`config.mk`:
```
export PLATFORM = sky130hd
export DESIGN_NAME = spi_status_word
export DESIGN_NICKNAME = d
export VERILOG_FILES = /design/src/rtl/spi_stat_pkg.sv /design/src/rtl/stat_sticky.sv /design/src/rtl/stat_ctrl.sv /design/src/rtl/stat_cnt_mon.sv /design/src/rtl/spi_status_word.sv
export SDC_FILE = /design/constraint.sdc
export NUM_CORES = 1
export LEC_CHECK = 0
export BUFFER_PORTS_ARGS = -buffer_cell sky130_fd_sc_hd__buf_2
export CAP_MARGIN = 20
export CORE_MARGIN = 3
export CORE_UTILIZATION = 28
export CTS_BUF_LIST = sky130_fd_sc_hd__clkbuf_16
export CTS_CLUSTER_SIZE = 28
export DETAILED_ROUTE_END_ITERATION = 16
export PLACE_DENSITY = 0.86
export SLEW_MARGIN = 20
export SYNTH_ARGS = -nofsm -noshare
export SYNTH_HDL_FRONTEND = slang
export SYNTH_HIERARCHICAL = 1
export SYNTH_SLANG_ARGS = --single-unit
```
`constraint.sdc`:
```
create_clock -name clk -period 1.21 [get_ports clk]
set_input_delay 0.242 -clock clk [delete_from_list [all_inputs] [get_ports clk]]
set_output_delay 0.242 -clock clk [all_outputs]
set_load 0.05 [all_outputs]
```
`src/rtl/spi_stat_pkg.sv`:
```
package spi_stat_pkg;

  localparam int unsigned WORD_W = 32;

  // bit positions inside the status word
  localparam int unsigned B_RX_FULL  = 0;
  localparam int unsigned B_TX_READY = 1;
  localparam int unsigned B_FAULT    = 2;
  localparam int unsigned B_OVERRUN  = 3;
  localparam int unsigned B_RX_END   = 4;
  localparam int unsigned B_TX_END   = 5;
  localparam int unsigned B_RX_DRAIN = 6;
  localparam int unsigned B_TX_DRAIN = 7;
  localparam int unsigned B_SS_REL   = 8;
  localparam int unsigned B_TX_IDLE  = 9;
  localparam int unsigned B_ENABLED  = 16;

  localparam int unsigned N_DIR = 2;  // 0: receive, 1: transmit

  typedef struct packed {
    logic enabled;
    logic tx_idle;
    logic ss_rel;
    logic tx_drain;
    logic rx_drain;
    logic tx_end;
    logic rx_end;
    logic overrun;
    logic fault;
    logic tx_ready;
    logic rx_full;
  } stat_flags_t;

  function automatic logic [WORD_W-1:0] pack_word(input stat_flags_t f);
    logic [WORD_W-1:0] w;
    w             = '0;
    w[B_RX_FULL]  = f.rx_full;
    w[B_TX_READY] = f.tx_ready;
    w[B_FAULT]    = f.fault;
    w[B_OVERRUN]  = f.overrun;
    w[B_RX_END]   = f.rx_end;
    w[B_TX_END]   = f.tx_end;
    w[B_RX_DRAIN] = f.rx_drain;
    w[B_TX_DRAIN] = f.tx_drain;
    w[B_SS_REL]   = f.ss_rel;
    w[B_TX_IDLE]  = f.tx_idle;
    w[B_ENABLED]  = f.enabled;
    return w;
  endfunction

endpackage

```
`src/rtl/stat_sticky.sv`:
```
// Set-dominant flag: set wins over clear in the same cycle.
module stat_sticky (
  input  logic clk,
  input  logic rst_n,
  input  logic set_i,
  input  logic clr_i,
  output logic q_o
);

  logic q_q;
  logic q_d;
  logic upd;

  always_comb begin
    upd = set_i | clr_i;
    q_d = set_i ? 1'b1 : 1'b0;
  end

  always_ff @(posedge clk or negedge rst_n) begin
    if (!rst_n)   q_q <= 1'b0;
    else if (upd) q_q <= q_d;
  end

  assign q_o = q_q;

  // shared by every set-dominant flag
  assert_sticky_set_R6: assert property (@(posedge clk) disable iff (!rst_n)
    set_i |=> q_o);
  assert_sticky_hold_R5: assert property (@(posedge clk) disable iff (!rst_n)
    (q_o && !set_i && !clr_i) |=> q_o);
  assert_sticky_clear_R4: assert property (@(posedge clk) disable iff (!rst_n)
    (clr_i && !set_i) |=> !q_o);

endmodule

```
`src/rtl/stat_ctrl.sv`:
```
// Enable state, transmit-ready and transmit-idle flags.
module stat_ctrl (
  input  logic clk,
  input  logic rst_n,
  input  logic enable_i,
  input  logic disable_i,
  input  logic tx_write_i,
  input  logic tx_take_i,
  input  logic shifter_idle_i,
  output logic enabled_o,
  output logic tx_ready_o,
  output logic tx_idle_o
);

  logic en_q, en_d;
  logic rdy_q, rdy_d;
  logic idl_q, idl_d;
  logic upd;

  always_comb begin
    en_d = en_q;
    if (disable_i)     en_d = 1'b0;
    else if (enable_i) en_d = 1'b1;

    rdy_d = rdy_q;
    if (!en_d)           rdy_d = 1'b0;
    else if (enable_i)   rdy_d = 1'b1;
    else if (tx_write_i) rdy_d = 1'b0;
    else if (tx_take_i)  rdy_d = 1'b1;

    idl_d = en_d & rdy_d & shifter_idle_i;
    upd   = 1'b1;
  end

  always_ff @(posedge clk or negedge rst_n) begin
    if (!rst_n) begin
      en_q  <= 1'b0;
      rdy_q <= 1'b0;
      idl_q <= 1'b0;
    end else if (upd) begin
      en_q  <= en_d;
      rdy_q <= rdy_d;
      idl_q <= idl_d;
    end
  end

  assign enabled_o  = en_q;
  assign tx_ready_o = rdy_q;
  assign tx_idle_o  = idl_q;

  assert_disable_wins_R2: assert property (@(posedge clk) disable iff (!rst_n)
    disable_i |=> (!enabled_o && !tx_ready_o));
  assert_enable_sets_R3: assert property (@(posedge clk) disable iff (!rst_n)
    (enable_i && !disable_i) |=> (enabled_o && tx_ready_o));
  assert_ready_needs_enable_R3: assert property (@(posedge clk) disable iff (!rst_n)
    tx_ready_o |-> enabled_o);
  assert_write_clears_R3: assert property (@(posedge clk) disable iff (!rst_n)
    (tx_write_i && !enable_i) |=> !tx_ready_o);
  assert_idle_needs_ready_R10: assert property (@(posedge clk) disable iff (!rst_n)
    tx_idle_o |-> (tx_ready_o && enabled_o));

endmodule

```
`src/rtl/stat_cnt_mon.sv`:
```
// Watches one direction's current and next transfer counters.
module stat_cnt_mon #(
  parameter int unsigned CNT_W = 16
) (
  input  logic             clk,
  input  logic             rst_n,
  input  logic [CNT_W-1:0] cnt_i,
  input  logic [CNT_W-1:0] next_cnt_i,
  input  logic             cnt_wr_i,
  output logic             end_o,
  output logic             drain_o
);

  localparam logic [CNT_W-1:0] ZERO = '0;

  logic end_q, end_d;
  logic drn_q, drn_d;
  logic cur_zero, nxt_zero;
  logic end_upd;

  always_comb begin
    cur_zero = (cnt_i == ZERO);
    nxt_zero = (next_cnt_i == ZERO);
    end_upd  = cnt_wr_i | cur_zero;
    end_d    = cnt_wr_i ? 1'b0 : 1'b1;
    drn_d    = cur_zero & nxt_zero;
  end

  always_ff @(posedge clk or negedge rst_n) begin
    if (!rst_n)       end_q <= 1'b0;
    else if (end_upd) end_q <= end_d;
  end

  always_ff @(posedge clk or negedge rst_n) begin
    if (!rst_n) drn_q <= 1'b0;
    else        drn_q <= drn_d;
  end

  assign end_o   = end_q;
  assign drain_o = drn_q;

  assert_end_write_wins_R8: assert property (@(posedge clk) disable iff (!rst_n)
    cnt_wr_i |=> !end_o);
  assert_end_sticky_R8: assert property (@(posedge clk) disable iff (!rst_n)
    (end_o && !cnt_wr_i) |=> end_o);
  assert_drain_implies_end_R9: assert property (@(posedge clk) disable iff (!rst_n)
    (drain_o && !$past(cnt_wr_i)) |-> end_o);

endmodule

```
`src/rtl/spi_status_word.sv`:
```
module spi_status_word
  import spi_stat_pkg::*;
#(
  parameter int unsigned CNT_W = 16
) (
  input  logic             clk,
  input  logic             rst_n,
  input  logic             rx_load_i,
  input  logic             rx_read_i,
  input  logic             tx_write_i,
  input  logic             tx_take_i,
  input  logic             fault_i,
  input  logic             ss_rise_i,
  input  logic             shifter_idle_i,
  input  logic             enable_i,
  input  logic             disable_i,
  input  logic             status_read_i,
  input  logic [CNT_W-1:0] rx_cnt_i,
  input  logic [CNT_W-1:0] rx_next_cnt_i,
  input  logic [CNT_W-1:0] tx_cnt_i,
  input  logic [CNT_W-1:0] tx_next_cnt_i,
  input  logic             rx_cnt_wr_i,
  input  logic             tx_cnt_wr_i,
  output logic [WORD_W-1:0] status_o
);

  localparam int unsigned N_STICKY = 4;  // rx_full, overrun, fault, ss_rel

  stat_flags_t flags;

  logic [CNT_W-1:0] cur_cnt [N_DIR];
  logic [CNT_W-1:0] nxt_cnt [N_DIR];
  logic             cnt_wr  [N_DIR];
  logic             end_f   [N_DIR];
  logic             drn_f   [N_DIR];

  logic [N_STICKY-1:0] stk_set, stk_clr, stk_q;

  always_comb begin
    cur_cnt[0] = rx_cnt_i;  nxt_cnt[0] = rx_next_cnt_i;  cnt_wr[0] = rx_cnt_wr_i;
    cur_cnt[1] = tx_cnt_i;  nxt_cnt[1] = tx_next_cnt_i;  cnt_wr[1] = tx_cnt_wr_i;
  end

  // sticky set/clear sources
  always_comb begin
    stk_set[0] = rx_load_i;
    stk_clr[0] = rx_read_i;
    stk_set[1] = rx_load_i & stk_q[0] & ~rx_read_i;
    stk_clr[1] = status_read_i;
    stk_set[2] = fault_i;
    stk_clr[2] = status_read_i;
    stk_set[3] = ss_rise_i;
    stk_clr[3] = status_read_i;
  end

  for (genvar g = 0; g < N_STICKY; g++) begin : g_sticky
    stat_sticky u_flag (
      .clk   (clk),
      .rst_n (rst_n),
      .set_i (stk_set[g]),
      .clr_i (stk_clr[g]),
      .q_o   (stk_q[g])
    );
  end

  for (genvar d = 0; d < N_DIR; d++) begin : g_dir
    stat_cnt_mon #(.CNT_W(CNT_W)) u_mon (
      .clk        (clk),
      .rst_n      (rst_n),
      .cnt_i      (cur_cnt[d]),
      .next_cnt_i (nxt_cnt[d]),
      .cnt_wr_i   (cnt_wr[d]),
      .end_o      (end_f[d]),
      .drain_o    (drn_f[d])
    );
  end

  logic en_w, rdy_w, idl_w;

  stat_ctrl u_ctrl (
    .clk            (clk),
    .rst_n          (rst_n),
    .enable_i       (enable_i),
    .disable_i      (disable_i),
    .tx_write_i     (tx_write_i),
    .tx_take_i      (tx_take_i),
    .shifter_idle_i (shifter_idle_i),
    .enabled_o      (en_w),
    .tx_ready_o     (rdy_w),
    .tx_idle_o      (idl_w)
  );

  always_comb begin
    flags.rx_full  = stk_q[0];
    flags.overrun  = stk_q[1];
    flags.fault    = stk_q[2];
    flags.ss_rel   = stk_q[3];
    flags.rx_end   = end_f[0];
    flags.tx_end   = end_f[1];
    flags.rx_drain = drn_f[0];
    flags.tx_drain = drn_f[1];
    flags.tx_ready = rdy_w;
    flags.tx_idle  = idl_w;
    flags.enabled  = en_w;
    status_o       = pack_word(flags);
  end

  assert_overrun_on_double_load_R5: assert property (@(posedge clk) disable iff (!rst_n)
    (rx_load_i && status_o[B_RX_FULL] && !rx_read_i) |=> status_o[B_OVERRUN]);
  assert_load_sets_full_R4: assert property (@(posedge clk) disable iff (!rst_n)
    rx_load_i |=> status_o[B_RX_FULL]);
  assert_fault_kept_R6: assert property (@(posedge clk) disable iff (!rst_n)
    (status_o[B_FAULT] && !status_read_i) |=> status_o[B_FAULT]);
  assert_ssrel_kept_R7: assert property (@(posedge clk) disable iff (!rst_n)
    (status_o[B_SS_REL] && !status_read_i) |=> status_o[B_SS_REL]);

endmodule

```
======== Yosys cells after proc, flatten, opt, wreduce, memory -nomap -nowiden ========
Cells that the tools add are included.
operators by class
  reduce and logical (&&, ||, !) cells .... 4
  bitwise gates (word level) .............. 13
  mux-type cells .......................... 12
operator list
  operator          number
  $logic_not 16->1  4
  $mux 1            12
  $and 1x1->1       6
  $or 1x1->1        6
  $not 1->1         1
word-level totals
  bits of input ports ..................... 78
  output and inout port bits .............. 32
  bits in registers ....................... 11

======== Depth between registers and ports, before layout ========
Gate-level depths: netlist of run 1.
  word-level depth ........................ 6
  gate-level depth with buffers ........... 3
  gate-level depth less buffers ........... 3

======== Modules after synthesis ========
The synthesis of run 1 kept the hierarchy.
by module, submodules not included
  module           sequential area each (µm²)  cells an instance  instances  area each (µm²)
  stat_cnt_mon     50.0                        15                 2          131.4
  spi_status_word  0.0                         26                 1          192.7
  stat_sticky      25.0                        3                  4          36.3
  stat_ctrl        75.1                        10                 1          110.1

======== Worst setup path before layout of run 1 ========
Ideal clock, no wire load.
  path type ............................... register to register
  start ................................... register g_sticky[0].u_flag.q_q
  end ..................................... register g_sticky[1].u_flag.q_q
  library setup time ...................... 0.118 ns
  required time ........................... 1.092 ns
  data arrival time ....................... 0.945 ns
  slack ................................... 0.147 ns
  stages on the path, launching flop included .. 3
  buffers on the path ..................... 0
  path through ............................ dfrtp_1 -> and3b_1 -> a21o_1
on the way
  longest elaborated chain between the ends .. 3
RTL lines
  item                                  RTL line                              RTL
  from (decl)                           stat_sticky.sv:10                     logic q_q;
  from (signal assigned)                stat_sticky.sv:21                     else if (upd) q_q <= q_d;
  $and 1x1->1 * (2 in series)           spi_status_word.sv:48                 stk_set[1] = rx_load_i & stk_q[0] & ~rx_read_i;
  named net stk_set[1]                  spi_status_word.sv:37                 logic [N_STICKY-1:0] stk_set, stk_clr, stk_q;
  $mux 1 or $or 1x1->1 (tied branches)  stat_sticky.sv:16, stat_sticky.sv:15
  to (signal assigned)                  stat_sticky.sv:21
  to (decl)                             stat_sticky.sv:10
The timed path passes the listed nets; every way through them passes the cells marked *.
A chain may end at the register's enable or synchronous reset.

======== Worst setup path after layout of run 1 ========
  start ................................... register u_ctrl.en_q, in the netlist u_ctrl/enabled_o
  end ..................................... output status_o[16]
RTL lines
  item                    RTL line               RTL
  from (decl)             stat_ctrl.sv:15        logic en_q, en_d;
  from (signal assigned)  stat_ctrl.sv:41        en_q <= en_d;
  to (decl)               spi_status_word.sv:24  output logic [WORD_W-1:0] status_o
No word-level cell between the ends.

==> results of run 1 <==
## power by group
part	switching [mW]	total, mW	internal [mW]
registers	0.00783	0.393	0.385
clock network	0.141	0.573	0.432
logic	0.265	0.384	0.119
## logic make-up (layout without fill, tap and decap cells)
family | count (synthesis) | in the layout | share of synthesized area, %
other | 1 | 21 | 0.528
buffers and inverters | 31 | 100 | 29.0
and+or+nand+nor | 28 | 28 | 25.2
DFF | 11 | 11 | 38.7
AOI/OAI and AO/OA | 7 | 7 | 6.51
## layer usage
metal  up-vias  track usage (%)  routed length, µm
li1        411                -                  -
met1       352             12.9                747
met2        41             24.4               1170
met3         4             3.68                166
met4         0             3.05                 20
met5         -                0                  0
## cells in the mapped netlist
library cell | number | area, µm²
a21oi_1 | 2 | 10.0
a21o_1 | 4 | 30.0
inv_1 | 7 | 26.3
and3b_1 | 1 | 8.76
dfrtp_1 | 11 | 275
conb_1 | 1 | 3.75
or2_1 | 1 | 6.26
nor4_2 | 2 | 25.0
a31oi_1 | 1 | 6.26
nand4_1 | 4 | 25.0
nor3b_1 | 1 | 7.51
nor4_1 | 14 | 87.6
nor2_1 | 5 | 18.8
buf_4 | 24 | 180
## area by class of cell
| type | count | share of cell area (%) |
|---|---|---|
| Sequential cell | 11 | 23.5 |
| Clock buffer | 3 | 6.42 |
| Multi-Input combinational cell | 56 | 26.0 |
| Clock inverter | 1 | 0.321 |
| Timing Repair Buffer | 89 | 38.5 |
| Inverter | 7 | 2.25 |
| Tap cell | 28 | 2.99 |
## stage by stage
stage | instance area [µm²] | worst slack [ps] | hold slack, ps
CTS | 1170 | 106 | 152
finish | 1170 | 104 | 154
floorplan | 786 | 147 | -53.6
global placement | 1080 | 205 | 113
detailed placement | 1080 | 176 | 111
global route | 1170 | 77.6 | 161
## worst max-delay path by stage
stage                                          to  slack (ps)                          startpoint  depth (start not counted)
2_1_floorplan  g_sticky[1].u_flag/q_o$_DFFE_PN0P_         150  g_sticky[0].u_flag/q_o$_DFFE_PN0P_                          2
6_report                             status_o[16]         100          u_ctrl/enabled_o$_DFF_PN0_                          1
3_3_place_gp     g_dir[0].u_mon/end_o$_DFFE_PN0P_         200                         rx_cnt_i[4]                          4
5_1_grt                               status_o[0]          80  g_sticky[0].u_flag/q_o$_DFFE_PN0P_                          1
4_1_cts                              status_o[16]         110          u_ctrl/enabled_o$_DFF_PN0_                          1
3_5_place_dp     g_dir[1].u_mon/end_o$_DFFE_PN0P_         180                         tx_cnt_i[1]                          4
## sequential cells by signal, summed over array words and instances (netlist names)
name                 count
g_dir.u_mon/drain_o      2
u_ctrl/enabled_o         1
u_ctrl/tx_ready_o        1
g_dir.u_mon/end_o        2
u_ctrl/tx_idle_o         1
g_sticky.u_flag/q_o      4
## layout by cell type (no fill, tap or decap)
| cell type | instances |
|---|---|
| nor4_2 | 2 |
| buf_2 | 88 |
| nor4_1 | 14 |
| clkbuf_16 | 3 |
| dlygate4sd3_1 | 1 |
| a21o_1 | 4 |
| and3b_1 | 1 |
| or2_1 | 1 |
| conb_1 | 21 |
| inv_1 | 8 |
| dfrtp_1 | 11 |
| a31oi_1 | 1 |
| nor3b_1 | 1 |
| nor2_1 | 5 |
| nand4_1 | 4 |
| a21oi_1 | 2 |
==> results.md, run 1 <==
Outcome:
- The flow ran to the end, and the final reports show no timing, DRC or antenna violations.

Critical path:
- The capture instance of the worst register-to-register path is u_ctrl/tx_idle_o$_DFF_PN0_.
- The element type at the critical path start is a flip-flop.
- The category of cells accounting for the largest share of critical-path delay is flip-flops.
- In this run the critical register-to-register path is launched from u_ctrl/tx_ready_o$_DFF_PN0_.
- The number of buffer and inverter stages on the critical path is 1.
- The worst-path maximum fanout is 3.
- The worst setup path is captured at an output pin.
- The slowest stage of the critical path is the dfrtp_1 cell.
- The logic depth of the worst register-to-register path is 3.
- The data arrival time of the critical path is 860 ps.
- The stage delay of the slowest cell on the critical path is roughly 360 ps.
- The worst setup path category is reg -> out.
- The internal reg-to-reg setup slack is 240 ps.
- The data required time of the worst path is around 970 ps.
- The signal on the critical path passes through buf_2.

Power and ir drop:
- The power density over cell area is about 1200 nW/µm².
- The highest ir drop seen on vdd is roughly 0.0010 V.
- The leakage dissipation is between 0.6 and 0.7 nW.
- The total design power is ~1.3 mW.

Clocking:
- For this design, the sink count on the clock tree is 11.
- The register clock-pin slew on the reported worst setup and hold paths is around 40 ps.
- TritonCTS built the clock tree.
- The number of clock buffers inserted by TritonCTS is 3.
- After clock tree synthesis, the setup repair step added 0 buffers.
- The post-cts sizing count is 0.
- The count of hold buffers inserted by post-cts repair is 1.
- CTS built an H-tree with a depth of 1.
- CTS placed an instance of clkbuf_16 at the clock tree root.
- The source-to-sink clock delay at the later pin of the worst-skew pair is roughly 230 ps.
- The clock passes through at most 2 buffers.

Layout:
- The final cell count without fillers is around 200.
- The count of fill cells added during filler insertion is 225.
- Measured on the finished design, the core utilization comes to around 50%.
- Summing all multi-input logic gate instances after layout gives between 300 and 400 µm².
- The share of cells above drive strength 1 is a little under three fifths.
- From synthesis to final layout, the design area changed by 64.6%.
- The storage element area is between 200 and 300 µm².
- The antenna cell count is 0.
- The net count of the finished layout is roughly 250.

Drt:
- The length of the first detailed-routing pass in iterations is 3.
- In the routed layout, each cell is associated on average with a via count of just over 4.
- The total number of vias is between 800 and 900.
- For this block, the initial DRC count from the detailed router was 45.
- The mean routed wirelength per cell is approximately 11 µm.
- For this run, design rule violations remaining after detail routing come to 0.
- The total wire length is around 2100 µm.
- The remaining antenna violation count is 0.

Min path:
- For hold timing, the worst endpoint is g_dir[0].u_mon/end_o$_DFFE_PN0P_.
- The source of the worst hold timing path is rx_cnt_wr_i.
- The worst hold path belongs to the class in -> reg.
- The instance count along the most critical hold path is 2.

Timing:
- In the final timing run, aggregate negative setup slack is 0 ps.
- The final setup violation count is 0.
- The final critical path time including I/O delays and setup is 1110 ps.
- Setup repair after global routing left no endpoint under its margin.
- Between clock sinks in the finished design, the worst skew comes to 0.204 ps.
- Derived from the worst setup path, the maximum achievable clock frequency is between 900 and 1000 MHz.
- The hold violation count in the final report was 0.
- Dividing the final minimum period by the clock period gives between 90% and 100%.
- The max-slew violation count was 0.

Synthesis:
- Averaged over all synthesized cells, the footprint is approximately 9 µm².
- The netlist uses 14 different library cells.
- The count of state elements after synthesis is 11.
- Synthesis handed over a netlist of 78 instances.
- Sequential cells were found to cover about two fifths of the synthesized design area.
- The number of synthesis warnings is 6.
- Summing every instance area after synthesis gives ~710 µm².

Placed design:
- The count of buffers added on input and output ports is about 90.
- The routability-driven placement congestion ratio is between 0.7 and 0.8.
- The number of placed instances with taps included is between 150 and 200.
- Detailed placement ended at an HPWL of approximately 1900 µm.

Global route:
- The first global-routing pass estimated between 3000 and 4000 µm of wire.
- Global routing finished with a remaining overflow of 0.
- Global routing used 12.5% of the available tracks across all layers.
- The pin count of the biggest net entering global routing is 12.
- The initial antenna violation count is 0.
- The number of global-route vias before repair is between 800 and 900.

Die:
- The area of the placeable core is approximately 2300 µm².
- The vertical extent of the die is about 56 µm.
- The number of core rows is 17.
- The area of the die is approximately 3200 µm².
- The chip width is 56.4 µm.
- Once the floorplan was initialized, standard cells occupied roughly 30% of the core.
- The boundary pin count is 110.

Run:
- The total of max-cap violations is 0.
No activity file was read; power rests on OpenSTA's default activity.
==> run 2: changes to the inputs <==
CORE_UTILIZATION = 31   (was 28)
PLACE_DENSITY = 0.93   (was 0.86)
clock period = 1.3 ns   (was 1.21 ns; I/O delays follow)
==> run 2 against run 1 <==
  * Sequential share of layout area barely moved
  * Final cell count down 0.51%
  * Wire length rose by 10%
  * Largest power group unchanged
  * Clock-buffer cell count did not move
  * Core utilization up 6.2 points
  * Clock power shrank 5.1%
  * Flip-flop and latch count is the same
  * Total power down 6.0%
  * Sequential power is 7.1% lower
==> results.md, run 2 (synthesis gave the netlist of run 1 again) <==
Critical path:
- For this design, the slowest cell found on the critical path is dfrtp_1.
- In this run the worst setup path terminates at status_o[16].
- The setup check on the worst reg-to-reg path leaves a slack of roughly 290 ps.
- The worst flop-to-flop path startpoint is u_ctrl/tx_ready_o$_DFF_PN0_.
- Walking the worst path, the cells encountered are buf_2.
- The worst register-to-register path ends at u_ctrl/tx_idle_o$_DFF_PN0_.
- The category of the worst setup path capture point is an output pin.
- At the worst endpoint, the arrival time is about 860 ps.
- The stage delay of the slowest cell on the critical path is approximately 360 ps.
- On the critical path the largest part of the delay comes from flip-flops.
- Of all nets on the critical path, the largest fanout is 3.
- The worst setup path category is reg -> out.
- At the worst endpoint, the required time is roughly 1000 ps.
- The number of buffer and inverter stages on the critical path is 1.
- The number of gates on the worst path with buffers counted is 1.
- STA classifies the critical path startpoint as a flip-flop.
- The start point of the critical path is u_ctrl/enabled_o$_DFF_PN0_.
- The worst register-to-register path has a depth of 3.

Layout:
- The area added between synthesis and finish is 64.4%.
- The count of fill cells added during filler insertion is ~180.
- The share of cells above drive strength 1 is 55.7%.
- The area of combinational cells with multiple inputs is between 300 and 400 µm².
- Leaving out fill and tap cells, the most frequent cells in the layout are 88 x buf_2, 21 x conb_1, 14 x nor4_1, 11 x dfrtp_1, 8 x inv_1.
- The net count of the finished layout is about 250.
- The storage element area is between 200 and 300 µm².
- The antenna cell count is 0.
- The most frequent standard cell in the layout excluding fill and tap cells is buf_2.
- The flip-flop count of the largest register, all copies and words added is 4.

Timing:
- The worst hold margin is around 170 ps.
- The fmax is 893 MHz.
- Setup repair after global routing left no endpoint under its margin.
- The hold violation count in the final report was 0.
- Clock skew on the completed layout was measured at about 0.16 ps.
- The max-slew violation count is 0.
- The clock period could shrink to between 1000 and 1500 ps.
- Setup total negative slack on the finished layout was measured at 0 ps.
- The share of the clock period used by the worst path after layout is ~86%.
- Setup violations remaining at the end of the flow were counted as 0.

Drt:
- The via density per instance is roughly 4.2.
- After detailed routing, the total wire length is 2310 µm.
- The detail route stage leaves a number of antenna-violating nets equal to 0.
- The total number of vias is around 820.
- The mean routed wirelength per cell is between 10 and 15 µm.
- After detailed routing, the number of remaining DRC violations is 0.
- For this run, the detailed router's first-pass iteration total came to 4.
- The DRC violation total after the first TritonRoute iteration is 8.

Outcome:
- The run finished with clean final reports.

Placed design:
- Routability-driven placement finished with a final weighted congestion of ~0.76.
- Port buffering added 88 buffers.
- The half-perimeter wire length after detailed placement is ~2000 µm.

Clocking:
- The cell at the root of the clock tree is clkbuf_16.
- TritonCTS built the clock tree.
- The post-cts sizing count is 0.
- The TritonCTS sink count is 11.
- Once the clock tree was built, the setup fixing pass inserted 0 buffers.
- The count of hold buffers inserted by post-cts repair is 1.
- In this run, CTS created clock tree buffers numbering 3.
- The later pin in the worst-skew pair is clocked with a latency of roughly 230 ps.
- The deepest level of the CTS H-tree is 1.
- The number of buffers on the longest clock path is 2.
- Clock-pin slew was measured on the worst setup and hold paths at 40 ps.

Die:
- The floorplan step defined a core boundary enclosing roughly 2100 µm².
- For this configuration, the core starts out at a cell density of 34.5%.
- The die is roughly 54 µm tall.
- In this run the count of I/O pins placed on the die edge is 110.
- The area of the die is approximately 2900 µm².
- The floorplan step set the die width to roughly 54 µm.
- Row generation in the floorplan step produced 16 rows.

Global route:
- The initial antenna violation count is 0.
- After global routing the overflow that remains totals 0.
- The number of global-route vias before repair is about 750.
- The global router's overall resource usage is roughly 14%.
- The first global-routing pass estimated 3030 µm of wire.
- The pin count of the biggest net entering global routing is 12.

Min path:
- In this run the worst hold path is classified as in -> reg.

Run:
- The total of max-cap violations is 0.

Power and ir drop:
- The leakage dissipation is between 0.6 and 0.7 nW.
- The power density over cell area is roughly 1100 nW/µm².
- VDD sags by at most between 0.0006 and 0.0007 V.
## run 2: report_power, final
group	switching [mW]	total [mW]	internal, mW	leakage [nW]
Clock	0.141	0.544	0.403	0.0423
Combinational	0.249	0.359	0.111	0.509
Sequential	0.00670	0.365	0.359	0.140
Total	0.396	1.27	0.872	0.691
## run 2: final cells by class
type	count	share of cell area, %
Timing Repair Buffer	89	38.5
Multi-Input combinational cell	56	26.0
Sequential cell	11	23.6
Clock buffer	3	6.42
Tap cell	27	2.89
Inverter	7	2.25
Clock inverter	1	0.321
## run 2: worst min-delay path by stage
stage / from / to / slack (ps) / cells after the start
6_report: tx_cnt_wr_i / g_dir[1].u_mon/end_o$_DFFE_PN0P_ / 170 / 2
5_1_grt: tx_cnt_wr_i / g_dir[1].u_mon/end_o$_DFFE_PN0P_ / 170 / 2
4_1_cts: tx_cnt_wr_i / g_dir[1].u_mon/end_o$_DFFE_PN0P_ / 170 / 2
3_5_place_dp: rst_n / u_ctrl/tx_idle_o$_DFF_PN0_ / 130 / 1
3_3_place_gp: rst_n / u_ctrl/tx_idle_o$_DFF_PN0_ / 130 / 1
2_1_floorplan: rst_n / g_dir[0].u_mon/drain_o$_DFF_PN0_ / -40 / 0
## run 2: layer usage
layer  vias up  global-route usage [%]  routed length, µm
met5         -                       0                  0
met2        42                    25.0               1280
met1       369                    15.8                773
met3         4                    3.60                227
li1        408                       -                  -
met4         0                    8.51                 33
## run 2: per-stage QoR
| stage | instances | setup WS, ps | instance area, µm² | utilization (%) | total power [mW] |
|---|---|---|---|---|---|
| 2_1_floorplan | 98 | 237 | 786 | - | 0.640 |
| 3_3_place_gp | 189 | 251 | 1080 | 52.4 | 0.721 |
| 6_report | 194 | 180 | 1170 | 56.7 | 1.27 |
| 5_1_grt | 194 | 158 | 1170 | 56.7 | 1.32 |
| 3_5_place_dp | 189 | 203 | 1080 | 52.4 | 0.724 |
| 4_1_cts | 194 | 175 | 1170 | 56.7 | 1.28 |
